File: src/rtl/shadow_pkg.sv
package shadow_pkg;
    localparam int ADDR_W    = 32;
    localparam int SEG_SHIFT = 14;
    localparam int N_LOW     = 8;
    localparam int N_EXT     = 4;
    localparam int N_SMALL   = N_LOW + N_EXT;
    localparam int N_SEG     = N_SMALL + 1;
    localparam int IDX_W     = $clog2(N_SEG);
    localparam int WIN_LSB   = 18;
    localparam int MB_LSB    = 20;

    typedef struct packed {
        logic wr_en;
        logic rd_en;
    } seg_attr_t;

    typedef struct packed {
        logic in_range;
        logic to_dram;
        logic to_pci;
    } route_t;
endpackage

File: src/rtl/seg_index.sv
module seg_index
    import shadow_pkg::*;
#(
    parameter int AW = ADDR_W,
    parameter int IW = IDX_W
) (
    input  logic [AW-1:0] addr,
    output logic          hit,
    output logic [IW-1:0] idx
);
    localparam logic [IW-1:0] BIOS_IDX = IW'(N_SEG - 1);
    localparam logic [IW-1:0] SMALL_LIM = IW'(N_SMALL);

    logic [IW-1:0] raw_idx;

    always_comb begin
        hit     = (addr[AW-1:MB_LSB] == '0) && (&addr[MB_LSB-1:WIN_LSB]);
        raw_idx = addr[SEG_SHIFT+IW-1:SEG_SHIFT];
        if (raw_idx >= SMALL_LIM) begin
            idx = BIOS_IDX;
        end else begin
            idx = raw_idx;
        end
    end
endmodule

File: src/rtl/attr_store.sv
module attr_store
    import shadow_pkg::*;
#(
    parameter int NS = N_SEG,
    parameter int IW = IDX_W
) (
    input  logic            clk,
    input  logic            rst_n,
    input  logic            cfg_we,
    input  logic [IW-1:0]   cfg_idx,
    input  seg_attr_t       cfg_attr,
    input  logic [IW-1:0]   rd_idx,
    output seg_attr_t       rd_attr
);
    seg_attr_t attr_q [NS];
    seg_attr_t attr_d [NS];
    logic [NS-1:0] wsel;

    for (genvar g = 0; g < NS; g++) begin : g_sel
        assign wsel[g] = cfg_we && (cfg_idx == IW'(g));
    end

    always_comb begin
        for (int i = 0; i < NS; i++) begin
            attr_d[i] = wsel[i] ? cfg_attr : attr_q[i];
        end
    end

    always_ff @(posedge clk) begin
        for (int i = 0; i < NS; i++) begin
            if (!rst_n) attr_q[i] <= '0;
            else        attr_q[i] <= attr_d[i];
        end
    end

    always_comb begin
        rd_attr = '0;
        for (int i = 0; i < NS; i++) begin
            if (rd_idx == IW'(i)) rd_attr = attr_q[i];
        end
    end

    p_single_write_r9: assert property (@(posedge clk) disable iff (!rst_n)
        $onehot0(wsel));
    p_bad_idx_r9: assert property (@(posedge clk) disable iff (!rst_n)
        (cfg_we && cfg_idx >= IW'(NS)) |-> (wsel == '0));
endmodule

File: src/rtl/route_unit.sv
module route_unit
    import shadow_pkg::*;
(
    input  logic      clk,
    input  logic      rst_n,
    input  logic      valid,
    input  logic      write,
    input  logic      hit,
    input  seg_attr_t attr,
    output route_t    route_q
);
    route_t route_d;
    logic   enable;

    always_comb begin
        route_d = '0;
        enable  = write ? attr.wr_en : attr.rd_en;
        if (valid && hit) begin
            route_d.in_range = 1'b1;
            route_d.to_dram  = enable;
            route_d.to_pci   = !enable;
        end
    end

    always_ff @(posedge clk) begin
        if (!rst_n) route_q <= '0;
        else        route_q <= route_d;
    end

    p_onehot_r3: assert property (@(posedge clk) disable iff (!rst_n)
        $onehot0({route_q.to_dram, route_q.to_pci})
        && (route_q.in_range == (route_q.to_dram || route_q.to_pci)));
    p_outside_r2: assert property (@(posedge clk) disable iff (!rst_n)
        (valid && !hit) |=> (route_q == '0));
    p_read_r4: assert property (@(posedge clk) disable iff (!rst_n)
        (valid && hit && !write) |=> (route_q.to_dram == $past(attr.rd_en)));
    p_write_r5: assert property (@(posedge clk) disable iff (!rst_n)
        (valid && hit && write) |=> (route_q.to_dram == $past(attr.wr_en)));
    p_idle_r10: assert property (@(posedge clk) disable iff (!rst_n)
        !valid |=> (route_q == '0));
endmodule

File: src/rtl/shadow_router.sv
module shadow_router
    import shadow_pkg::*;
(
    input  logic              clk,
    input  logic              rst_n,
    input  logic              cyc_valid,
    input  logic              cyc_write,
    input  logic [ADDR_W-1:0] cyc_addr,
    input  logic              cfg_we,
    input  logic [IDX_W-1:0]  cfg_idx,
    input  logic [1:0]        cfg_attr,
    output logic              sel_dram,
    output logic              sel_pci,
    output logic              in_range
);
    logic             hit;
    logic [IDX_W-1:0] seg;
    seg_attr_t        seg_attr;
    seg_attr_t        new_attr;
    route_t           route_q;

    assign new_attr = seg_attr_t'(cfg_attr);

    seg_index u_index (
        .addr (cyc_addr),
        .hit  (hit),
        .idx  (seg)
    );

    attr_store u_store (
        .clk      (clk),
        .rst_n    (rst_n),
        .cfg_we   (cfg_we),
        .cfg_idx  (cfg_idx),
        .cfg_attr (new_attr),
        .rd_idx   (seg),
        .rd_attr  (seg_attr)
    );

    route_unit u_route (
        .clk     (clk),
        .rst_n   (rst_n),
        .valid   (cyc_valid),
        .write   (cyc_write),
        .hit     (hit),
        .attr    (seg_attr),
        .route_q (route_q)
    );

    assign sel_dram = route_q.to_dram;
    assign sel_pci  = route_q.to_pci;
    assign in_range = route_q.in_range;

    p_bios_seg_r7: assert property (@(posedge clk) disable iff (!rst_n)
        (hit && (&cyc_addr[17:16])) |-> (seg == IDX_W'(N_SEG - 1)));
endmodule

File: config.mk
export PLATFORM = sky130hd
export DESIGN_NAME = shadow_router
export DESIGN_NICKNAME = d
export VERILOG_FILES = /design/src/rtl/shadow_pkg.sv /design/src/rtl/seg_index.sv /design/src/rtl/attr_store.sv /design/src/rtl/route_unit.sv /design/src/rtl/shadow_router.sv
export SDC_FILE = /design/constraint.sdc
export NUM_CORES = 1
export LEC_CHECK = 0
export ABC_CLOCK_PERIOD_IN_PS = 1550
export BUFFER_PORTS_ARGS = -buffer_cell sky130_fd_sc_hd__buf_2
export CORE_ASPECT_RATIO = 0.9
export CORE_MARGIN = 1.5
export CORE_UTILIZATION = 45
export CTS_BUF_LIST = sky130_fd_sc_hd__clkbuf_16
export DETAILED_ROUTE_END_ITERATION = 7
export PLACE_DENSITY = 0.73
export REMOVE_ABC_BUFFERS = 1
export SYNTH_ARGS = -nofsm -noshare
export SYNTH_HDL_FRONTEND = slang
export SYNTH_SLANG_ARGS = --single-unit
File: constraint.sdc
create_clock -name clk -period 1.55 [get_ports clk]
set_clock_uncertainty 0.2 [all_clocks]
set_input_delay 0.0775 -clock clk [delete_from_list [all_inputs] [get_ports clk]]
set_output_delay 0.0775 -clock clk [all_outputs]
set_load 0.02 [all_outputs]
==> results.json <==
{
  "finalSetupViolCount": 0,
  "worst-endpoint-required_ps": 1560,
  "finalWorstSetupSlack_ps": 41.5,
  "antenna_cells": 0,
  "violations": "hold timing",
  "path_clk_slew_ps": 50,
  "yosysMostFrequentCell": "dfxtp_1",
  "totalWireLength_mm": 3.96,
  "crit_path_end_kind": "register",
  "timing.rr.start": "u_store.attr_q[0][10]",
  "io_pins": 46,
  "io_buffers": 31,
  "clock_sinks": 29,
  "root_buffer": "clkbuf_16",
  "gp_congestion": 0.944,
  "async_flop_share": 0,
  "die_h_um": 60.3,
  "grt_pass1_vias": 1393,
  "ir_worst_vdd_uv": 561,
  "leakagePower_nw": 0.801,
  "synth.ff_latch_count": 29,
  "p_per_area_nw_per_um2": 893,
  "start_kind": "register",
  "cp.arrival_ps": 1520,
  "hold_viol_final": 2,
  "yosysSeqAreaShare": 0.354,
  "cts_buffers": 5,
  "clk_latency_ps": 270,
  "post-route-util": 0.601,
  "ys_top_cells_by_count": "29 x dfxtp_1, 21 x nand2_1, 16 x o21ai_0",
  "fmax_ghz": 0.663,
  "synth_ff_type": "dfxtp_1",
  "die_area_sq_um": 4020,
  "cts_hold_buffers": 3,
  "synth_cell_types": 38,
  "synth_top_area_frac": 0.354,
  "core.rowCount": 20,
  "holdWs_ps": -116,
  "cts_setup_buffers": 0,
  "nNetsFinal": 284,
  "syn2layout_area_growth_pct": 25.5,
  "antenna_found_initial": 0,
  "drv_slew": 0,
  "setup.worst_path.class": "reg2reg",
  "cp_slowest_cell": "dfxtp_1",
  "r2r_cells": 5,
  "finalCritPeriodShare": 0.973,
  "drc_errors": 0,
  "grt_max_degree": 23,
  "final_layout_size_suffix_gt1_frac": 0.220,
  "max_slew.worst_pin.slew_ps": 443,
  "antenna_left": 0,
  "overflow": 0,
  "drt_first_pass_iters": 4,
  "maxSlewHeadroom": 0.701,
  "vias": 1597,
  "stdcell_count": 285,
  "avgViaCountPerCell": 5.60,
  "rsz0062_at_grt": "yes",
  "synth_area_leaders": "dfxtp_1 35%, mux2i_1 7.9%, a21boi_0 6.4%, nor2b_1 5.7%, o21ai_0 4.9%",
  "die_width_um": 66.7,
  "placedCellCount": 275,
  "endpoint": "u_route.route_q[0]",
  "max_cap_viol_count": 0,
  "syn_inst": 199,
  "timing.rr.end": "u_route.route_q[0]",
  "cts_max_level": 2,
  "syn_area_sq_um": 1640,
  "grt_pass1_wl_mm": 6.40,
  "path_cells": "mux2_4 -> a22o_1 -> a211oi_2 -> o21a_1 -> o31a_1",
  "reg2reg_slack_ps": 40,
  "min_period_ps": 1510,
  "outcome": "complete, but fails checks",
  "dp_slack_ps": -64.3,
  "track_usage": 0.217,
  "path_max_fanout": 2,
  "crit_start": "u_store.attr_q[0][10]",
  "ys_warn_count": 0,
  "avgSynthCellArea_sq_um": 8.25,
  "finalPower_mw": 1.84,
  "place_hpwl_mm": 2.90,
  "synth_edf_count": 0,
  "core-area_sq_um": 3430,
  "yosysTopAreaCell": "dfxtp_1",
  "tritoncts": "done",
  "hold_path.class": "in2reg",
  "start_util": 0.479,
  "routedWlPerCell_um": 13.9,
  "cts_buffer_depth": 2,
  "cpPeakStageDelay_ps": 300,
  "drt_iter0_drc": 114
}
-- cell families after synthesis --
| group | count (synthesis) | synth area share |
|---|---|---|
| muxes | 14 | 0.0861 |
| AOI/OAI and AO/OA | 50 | 0.201 |
| DFF | 29 | 0.354 |
| buffers and inverters | 14 | 0.0373 |
| and+or+nand+nor | 92 | 0.322 |
-- where the power goes --
group / internal, mW / switching [mW]
Clock: 0.569 / 0.290
Sequential: 0.757 / 0.00492
Combinational: 0.101 / 0.118
Total: 1.43 / 0.413
-- how the worst min path moves through the flow --
stage | slack, ps | depth (start not counted) | endpoint | from
floorplan | 6 | 1 | u_store.attr_q[0][2] | rst_n
CTS | -120 | 4 | u_route.route_q[2] | cyc_addr[24]
global placement | 160 | 4 | u_route.route_q[2] | cyc_addr[24]
finish | -120 | 4 | u_route.route_q[2] | cyc_addr[24]
detailed placement | 170 | 4 | u_route.route_q[2] | cyc_addr[24]
global route | -110 | 4 | u_route.route_q[2] | cyc_addr[24]
-- metrics by stage --
step                      setup TNS [ps]  area [sq um]
final                                  0          2060
after global routing               -64.5          2060
after CTS                              0          2060
after detailed placement            -125          1890
after global placement              -116          1890
after floorplan                        0          1600
-- area by class of cell --
cell class                 instances  area [sq um]
timing repair buffer              45           268
fill                             321          1370
clock inverter                     2          7.51
inverter                           4          15.0
multi-input combinational        156          1010
tap                               44          55.1
sequential                        29           581
clock buffer                       5           125
-- timing repair --
item	in CTS	in global routing
hold endpoints to repair	11	2
endpoints found under the setup margin	2	2
pin swaps	2	0
resized for setup	2	0
-- per-layer routing --
| layer | track usage | wire length, um | part of all wire |
|---|---|---|---|
| met1 | 0.279 | 1870 | 0.47 |
| met2 | 0.333 | 1690 | 0.43 |
| met3 | 0.0734 | 281 | 0.071 |
| met4 | 0.0991 | 115 | 0.029 |
| met5 | 0 | 0 | 0 |
-- flip-flops by register name (all words and copies together), names as in the netlist --
register and flops:
u_store.attr_q 26, u_route.route_q 3
-- cells in the final DEF (no fill, tap or decap), types with 2 or more instances in the layout --
master / count
buf_2: 31
dfxtp_1: 29
clkbuf_16: 5
nand4b_1: 4
nor2_1: 11
o21ai_0: 16
nand2b_1: 12
nand3_1: 6
dlygate4sd3_1: 3
nand4_1: 3
a21oi_1: 6
o311ai_0: 2
a31oi_1: 2
nand2_1: 21
nor4_1: 2
nand3b_1: 6
buf_4: 11
a21boi_0: 14
nor2b_1: 15
nor3_1: 4
mux2i_1: 13
inv_1: 5
o21a_1: 2
-- critical path, delay by kind of cell, from the launching register on --
family         cells  cell delay [ps]
multiplexers       1              260
flip-flops         1              300
AO/OA/AOI/OAI      4              690
Note: power is estimated with default switching activity, not from simulation.
